**src/rtl/pdd_pkg.sv**
```systemverilog
package pdd_pkg;

  typedef enum logic {
    POL_POS = 1'b0,
    POL_NEG = 1'b1
  } pol_e;

  function automatic int sum_width(input int cnt_w, input int log2_pairs);
    return cnt_w + log2_pairs + 1;
  endfunction

endpackage

```
**src/rtl/pdd_sign.sv**
```systemverilog
module pdd_sign
  import pdd_pkg::*;
#(
  parameter int CNT_W = 8,
  parameter int ACC_W = 12
) (
  input  logic                    clk,
  input  logic                    rst_n,
  input  logic                    restart,
  input  logic                    smp_vld,
  input  logic [CNT_W-1:0]        smp,
  input  logic                    neg_first,
  output logic                    term_vld,
  output logic signed [ACC_W-1:0] term,
  output pol_e                    pol
);

  localparam int PAD_W = ACC_W - CNT_W;

  logic parity_q;

  function automatic logic signed [ACC_W-1:0] signed_term(
    input logic [CNT_W-1:0] v, input pol_e p);
    logic signed [ACC_W-1:0] ext;
    ext = $signed({{PAD_W{1'b0}}, v});
    return (p == POL_NEG) ? -ext : ext;
  endfunction

  assign pol      = pol_e'(parity_q ^ neg_first);
  assign term_vld = smp_vld & ~restart;
  assign term     = signed_term(smp, pol);

  always_ff @(posedge clk or negedge rst_n) begin
    if (!rst_n)        parity_q <= 1'b0;
    else if (restart)  parity_q <= 1'b0;
    else if (smp_vld)  parity_q <= ~parity_q;
  end

  p_parity_restart_r8: assert property (@(posedge clk) disable iff (!rst_n)
    restart |=> (parity_q == 1'b0));

  p_parity_toggle_r2: assert property (@(posedge clk) disable iff (!rst_n)
    term_vld |=> (parity_q != $past(parity_q)));

endmodule

```
**src/rtl/pdd_accum.sv**
```systemverilog
module pdd_accum #(
  parameter int CNT_W      = 8,
  parameter int LOG2_PAIRS = 3,
  parameter int ACC_W      = 12
) (
  input  logic                    clk,
  input  logic                    rst_n,
  input  logic                    restart,
  input  logic                    term_vld,
  input  logic signed [ACC_W-1:0] term,
  output logic                    dump_ev,
  output logic                    dump_vld,
  output logic signed [ACC_W-1:0] dump_word
);

  localparam int POS_W = LOG2_PAIRS + 1;
  localparam logic [POS_W-1:0] LAST_POS = {POS_W{1'b1}};
  localparam logic [ACC_W-1:0] MAXC = ACC_W'((1 << CNT_W) - 1);

  logic [POS_W-1:0]        pos_q;
  logic signed [ACC_W-1:0] acc_q;
  logic signed [ACC_W-1:0] acc_next;

  function automatic logic [ACC_W-1:0] magnitude(input logic signed [ACC_W-1:0] v);
    return v[ACC_W-1] ? ACC_W'(-v) : ACC_W'(v);
  endfunction

  assign acc_next = acc_q + term;
  assign dump_ev  = term_vld & (pos_q == LAST_POS);

  always_ff @(posedge clk or negedge rst_n) begin
    if (!rst_n) begin
      pos_q     <= '0;
      acc_q     <= '0;
      dump_vld  <= 1'b0;
      dump_word <= '0;
    end else if (restart) begin
      pos_q    <= '0;
      acc_q    <= '0;
      dump_vld <= 1'b0;
    end else begin
      dump_vld <= dump_ev;
      if (term_vld) begin
        pos_q <= pos_q + 1'b1;
        if (dump_ev) begin
          acc_q     <= '0;
          dump_word <= acc_next;
        end else begin
          acc_q <= acc_next;
        end
      end
    end
  end

  logic [ACC_W-1:0] bound;
  assign bound = ACC_W'(pos_q) * MAXC;

  p_no_overflow_r3: assert property (@(posedge clk) disable iff (!rst_n)
    magnitude(acc_q) <= bound);

  p_clear_after_dump_r5: assert property (@(posedge clk) disable iff (!rst_n)
    (dump_ev && !restart) |=> (acc_q == '0 && pos_q == '0));

  p_restart_clears_r8: assert property (@(posedge clk) disable iff (!rst_n)
    restart |=> (acc_q == '0 && !dump_vld));

endmodule

```
**src/rtl/pair_diff_decimator.sv**
```systemverilog
module pair_diff_decimator
  import pdd_pkg::*;
#(
  parameter int CNT_W      = 8,
  parameter int LOG2_PAIRS = 3,
  parameter int ACC_W      = sum_width(CNT_W, LOG2_PAIRS)
) (
  input  logic                    clk,
  input  logic                    rst_n,
  input  logic                    restart,
  input  logic                    neg_first,
  input  logic                    count_vld,
  input  logic [CNT_W-1:0]        count_in,
  output logic                    err_vld,
  output logic signed [ACC_W-1:0] err_word
);

  logic                    term_vld;
  logic signed [ACC_W-1:0] term;
  pol_e                    pol;
  logic                    dump_ev;

  pdd_sign #(.CNT_W(CNT_W), .ACC_W(ACC_W)) u_sign (
    .clk      (clk),
    .rst_n    (rst_n),
    .restart  (restart),
    .smp_vld  (count_vld),
    .smp      (count_in),
    .neg_first(neg_first),
    .term_vld (term_vld),
    .term     (term),
    .pol      (pol)
  );

  pdd_accum #(.CNT_W(CNT_W), .LOG2_PAIRS(LOG2_PAIRS), .ACC_W(ACC_W)) u_accum (
    .clk      (clk),
    .rst_n    (rst_n),
    .restart  (restart),
    .term_vld (term_vld),
    .term     (term),
    .dump_ev  (dump_ev),
    .dump_vld (err_vld),
    .dump_word(err_word)
  );

  p_single_pulse_r4: assert property (@(posedge clk) disable iff (!rst_n)
    err_vld |=> !err_vld);

  p_pulse_follows_sample_r4: assert property (@(posedge clk) disable iff (!rst_n)
    err_vld |-> ($past(count_vld) && !$past(restart)));

  p_word_holds_r9: assert property (@(posedge clk) disable iff (!rst_n)
    !err_vld |-> $stable(err_word));

  p_idle_no_dump_r7: assert property (@(posedge clk) disable iff (!rst_n)
    !count_vld |=> !err_vld);

endmodule

```
**config.mk**
```make
export PLATFORM = sky130hd
export DESIGN_NAME = pair_diff_decimator
export DESIGN_NICKNAME = d
export VERILOG_FILES = /design/src/rtl/pdd_pkg.sv /design/src/rtl/pdd_sign.sv /design/src/rtl/pdd_accum.sv /design/src/rtl/pair_diff_decimator.sv
export SDC_FILE = /design/constraint.sdc
export NUM_CORES = 1
export LEC_CHECK = 0
export ABC_AREA = 0
export BUFFER_PORTS_ARGS = -buffer_cell sky130_fd_sc_hd__clkbuf_2
export CAP_MARGIN = 25
export CELL_PAD_IN_SITES_DETAIL_PLACEMENT = 0
export CELL_PAD_IN_SITES_GLOBAL_PLACEMENT = 1
export CORE_ASPECT_RATIO = 2
export CORE_UTILIZATION = 35
export DETAILED_ROUTE_END_ITERATION = 8
export GPL_TIMING_DRIVEN = 0
export PLACE_DENSITY = 0.75
export SLEW_MARGIN = 5
export SYNTH_ARGS = -nofsm -noshare
export SYNTH_HDL_FRONTEND = slang
export SYNTH_SLANG_ARGS = --single-unit
```
**constraint.sdc**
```tcl
create_clock -name clk -period 3.1 [get_ports clk]
set_input_delay 0.155 -clock clk [delete_from_list [all_inputs] [get_ports clk]]
set_output_delay 0.155 -clock clk [all_outputs]
set_load 0.005 [all_outputs]
```
Yosys cells after proc, flatten, opt, wreduce, memory -nomap -nowiden:

Cells that the tools add are included.

* register bits after elaboration: 30

* add/subtract/negate cells: 3
* eq/ne operators: 1
* multiplexer cells: 9
* bitwise operators: 5
* reductions and logical operators: 3

Operator list (count)
* 12-bit two-way mux: 4
* 12-bit adder: 1
* 8-bit negation with 12-bit output: 1
* 4-bit two-way mux: 2
* 4-bit by 1-bit adder with 4-bit output (second input constant): 1
* 4-bit equality test (second input constant): 1
* 2-bit nonzero test: 2
* 1-bit two-way mux: 3
* 3-bit AND reduction: 1
* 1-bit AND: 2
* 1-bit NOT: 2
* 1-bit bitwise XOR: 1

Longest topological paths before layout:

* depth in word-level cells: 6
* depth in mapped cells: 12
* depth with buffers taken out: 12

Cells and area by module:

Synthesis repeated with hierarchy kept, for this count alone.

* cell total of the unflattened synthesis: 194
* area total of the unflattened synthesis: 1871.8 um^2

By module, submodules not included
* pdd_accum: instances 1, cells an instance 160, area each 1622.8 um^2, sequential area each 725.7 um^2
* pdd_sign: instances 1, cells an instance 34, area each 249.0 um^2, sequential area each 25.0 um^2

Worst setup path before layout:

No wires, ideal clock.

* kind: register to register
* from: reg u_sign.parity_q
* to: reg u_accum.acc_q[9]
* library setup time: 68 ps
* data arrival time: 2569 ps
* data required time: 3032 ps
* slack: 462 ps
* cell stages (with the launch flop): 10
* path buffers: 0
* clock period less this slack: 2638 ps
* cells stage by stage: dfrtp_1 > xnor2_2 > mux2_2 > ha_1 > a21oi_1 > nor2_1 > o21a_1 > o21a_1 > or4_1 > nand3_1

* word-level cells in the longest chain between the ends: 6

RTL lines
* from (decl): line pdd_sign.sv:20 `logic parity_q;`
* from (signal assigned): line pdd_sign.sv:36 `else if (smp_vld) parity_q <= ~parity_q;`
* 1-bit bitwise XOR: line pdd_sign.sv:29 `assign pol = pol_e'(parity_q ^ neg_first);`
* 12-bit two-way mux: line pdd_sign.sv:26 `return (p == POL_NEG) ? -ext : ext;`
* 12-bit adder: line pdd_accum.sv:28 `assign acc_next = acc_q + term;`
* 12-bit two-way mux: line pdd_accum.sv:45 `if (dump_ev) begin`
* 12-bit two-way mux: line pdd_accum.sv:43 `if (term_vld) begin`
* 12-bit two-way mux: line pdd_accum.sv:37 `end else if (restart) begin`
* to (signal assigned): line pdd_accum.sv:49 `acc_q <= acc_next;`
* to (decl): line pdd_accum.sv:21 `logic signed [ACC_W-1:0] acc_q;`

Every way passes these cells. The select of a mux whose other input is x is not followed.
A chain may end at the register's enable or synchronous reset.

Final worst setup path:

* from: reg u_sign.parity_q
* to: reg u_accum.dump_word[9]

* word-level cells in the longest chain between the ends: 3

RTL lines
* 1-bit bitwise XOR: line pdd_sign.sv:29
* 12-bit two-way mux: line pdd_sign.sv:26
* 12-bit adder: line pdd_accum.sv:28
* to (signal assigned): line pdd_accum.sv:47 `dump_word <= acc_next;`
* to (decl): line pdd_accum.sv:13 `output logic signed [ACC_W-1:0] dump_word`

Every way passes these cells.

==> reports/metrics.cfg <==
[clocking]
postCtsSetupBuffers = 0
clk_pin_slew_ns = 0.07
cts_made_buffers = 5
clock_path_buffers = 2
clock-sinks = 30
h-tree-depth = 2
clockRootBuffer = clkbuf_8
cts_tree = done
clock_latency_ns = 0.29

[sta]
holdWs_ns = 0.1865
slew_headroom_pct = 44.75
drv_slew = 0
timing.fmax_mhz = 348.2
fin_setup_tns_ns = 0
rsz0062_at_grt = false
hold_violations = 0
skew_ns = 0.007404
fin_crit_sh_pct = 92.64
worst_slack_ns = 0.2282
setup_viol = 0
fin_crit_ns = 2.872
worst_slew_pin_slew_ns = 0.8288

[pwr]
power_density_mw_per_mm2 = 618.2
ir_drop_v = 0.0004159
leakage_nw = 1.128

[synth]
synth_area_leaders = dfrtp_1 (38%), ha_1 (9.4%), nand2_1 (6.0%), xor2_1 (4.4%), a21oi_1 (4.3%)
yosysTopAreaCell = dfrtp_1
synth-seq-cells = 30
synth-async-reset-ratio_pct = 100.0
yosysUniqueCellTypes = 46
yosys_warnings = 0
netlist_area_mm2 = 0.001994
synth_edf_count = 0
synth_ff_type = dfrtp_1
syn_nets = 250
yosys-top-cells-count = nand2_1 (32), dfrtp_1 (30), a21oi_1 (17), nor2_1 (17), ha_1 (15)
synth_top_area_share_pct = 37.64
ys_seq_area_share_pct = 37.64
yosysMostFrequentCell = nand2_1
syn-mean-instance-area_um2 = 9.024
synth_cells = 221

[floorplanning]
fp.dieH_um = 108.8
io_pins = 26
die-area_mm2 = 0.006022
die_w_um = 55.38
core_area_mm2 = 0.005468
rows = 38
initial_core_util_pct = 36.48

[outcome]
status = finished, final reports clean

[routing]
drt_iter0_markers = 28
drt-pass1-iter-count = 4
avgRoutedWirePerCell_um = 15.91
drc = 0
antenna_left = 0
via_per_inst = 5.495
vias = 1720
routed_wl_um = 4981

[grt]
globalRouteMet1Util_pct = 17.14
antenna_found_initial = 0
top_usage_layer = met2
grt_remaining_overflow = 0
grtUsageTotal_pct = 17.67
grt_pass1_wl_um = 7872
grt_max_degree = 31
grt_pass1_vias = 1689
globalRouteMet3Util_pct = 3.796
grt_use_met2_pct = 33.22

[run]
drv_cap = 0

[setup_path]
reg2reg_to = u_accum.dump_word[9]
cp_max_fo = 10
critPathLaunch = u_sign.parity_q
rrSetupSlack_ns = 0.23
critPathKind = flip-flop to flip-flop
end_kind = flip-flop
arrival_ns = 3.11
r2r_cells = 9
start_kind = flip-flop
crit_end = u_accum.dump_word[9]
r2r-start = u_sign.parity_q
worstPathRequired_ns = 3.33

[final_layout]
multi_input_area_mm2 = 0.001174
nFillCells = 553
finalNetCount = 281
seqCellArea_um2 = 750.7
drive_gt1_share_pct = 18.58
syn_to_final_growth_pct = 15.37
antenna_cells = 0

[place]
place.port_buffers = 23
dp_hpwl_um = 3755
finalWeightedCongestion = 0.7611
dpl_worst_slack_ns = 0.06272

[worst_hold_path]
hp-class = input pin to flip-flop

critical path: stages, from the launching register on:
cell and delay, ns:
dfrtp_1 0.44, xnor2_4 0.36, mux2_2 0.40, ha_1 0.27
a21oi_1 0.22, nor2_1 0.11, o21a_1 0.19, o21a_1 0.23
or4_1 0.50, nand3_1 0.09
per-layer routing:
| layer | part of all wire (%) | wire, um | vias up |
|---|---|---|---|
| li1 | - | - | 843 |
| met1 | 38 | 1876 | 829 |
| met2 | 55 | 2759 | 36 |
| met3 | 3.2 | 158 | 12 |
| met4 | 3.8 | 187 | 0 |
| met5 | 0 | 0 | - |
how the worst min path moves through the flow:
stage	startpoint	end	slack, ns	depth (start not counted)
finish	count_vld	u_accum.pos_q[0]	0.19	3
global route	count_vld	u_accum.pos_q[0]	0.19	3
CTS	count_vld	u_accum.pos_q[0]	0.18	3
detailed placement	rst_n	u_accum.acc_q[8]	0.30	1
global placement	rst_n	u_accum.dump_word[6]	0.29	1
floorplan	rst_n	u_accum.acc_q[0]	-0.14	0
kinds of logic (layout without fill, tap and decap cells):
| kind of cell | after synthesis | in the layout | share of synthesized area, % |
|---|---|---|---|
| AOI/OAI and AO/OA | 52 | 52 | 16.50 |
| xor gates and xnor gates | 16 | 16 | 8.281 |
| adders and majority gates | 16 | 16 | 10.41 |
| buffers and inverters | 16 | 48 | 4.077 |
| DFF | 30 | 30 | 37.64 |
| muxes | 3 | 3 | 1.631 |
| and+or+nand+nor | 88 | 88 | 21.46 |
flip-flops by register name (all words and copies together), names as in the netlist:
name / cells
u_accum.acc_q: 12
u_accum.dump_vld: 1
u_accum.dump_word: 12
u_accum.pos_q: 4
u_sign.parity_q: 1
timing repair:
| action | 4_1_cts | 5_1_grt |
|---|---|---|
| gates resized for setup | 0 | 1 |
| hold buffers | 1 | 0 |
| endpoints found under the setup margin | 0 | 8 |
| endpoints found under the hold margin | 30 | 0 |
area by class of cell:
type | instances | share of cell area (%)
inverters | 8 | 1.305
multi-input cells | 175 | 51.01
repair buffers | 24 | 5.438
flip-flops and latches | 30 | 32.63
clock buffers | 6 | 3.589
well taps | 60 | 3.263
plain buffers | 8 | 2.229
clock inverters | 2 | 0.5438
per-stage QoR:
step           std cells  util (%)  power (mW)  instance area (um2)
6_report             313     42.08       1.423                 2301
5_1_grt              313     42.08       1.521                 2301
4_1_cts              313     41.88       1.431                 2290
3_5_place_dp         304     39.95       1.083                 2185
3_3_place_gp         304     39.95       1.073                 2185
2_1_floorplan        221         -      0.9405                 1994
cell usage in the layout, fill, tap and decap left out, drive strengths merged, types with 2 or more instances in the layout:
cell,netlist,layout
a22o,5,5
or3,3,3
o21ai,13,13
inv,7,7
mux2,2,2
nor2b,4,4
or4,4,4
xor2,10,10
o21a,3,3
xnor2,5,5
o31ai,3,3
nand3,9,9
nor2,17,17
ha,15,15
a21o,3,3
nor3,8,8
buf,3,3
dfrtp,30,30
a21oi,19,19
nand4,2,2
clkinv,1,2
clkbuf,5,34
nand2,32,32
nand2b,2,2
power breakdown:
group | leakage [nW] | switching (mW) | internal [mW]
clock | 0.0472 | 0.165 | 0.178
combinational | 0.673 | 0.342 | 0.260
sequential | 0.408 | 0.0382 | 0.439
total | 1.13 | 0.546 | 0.877
(Power assumes the default switching activity.)
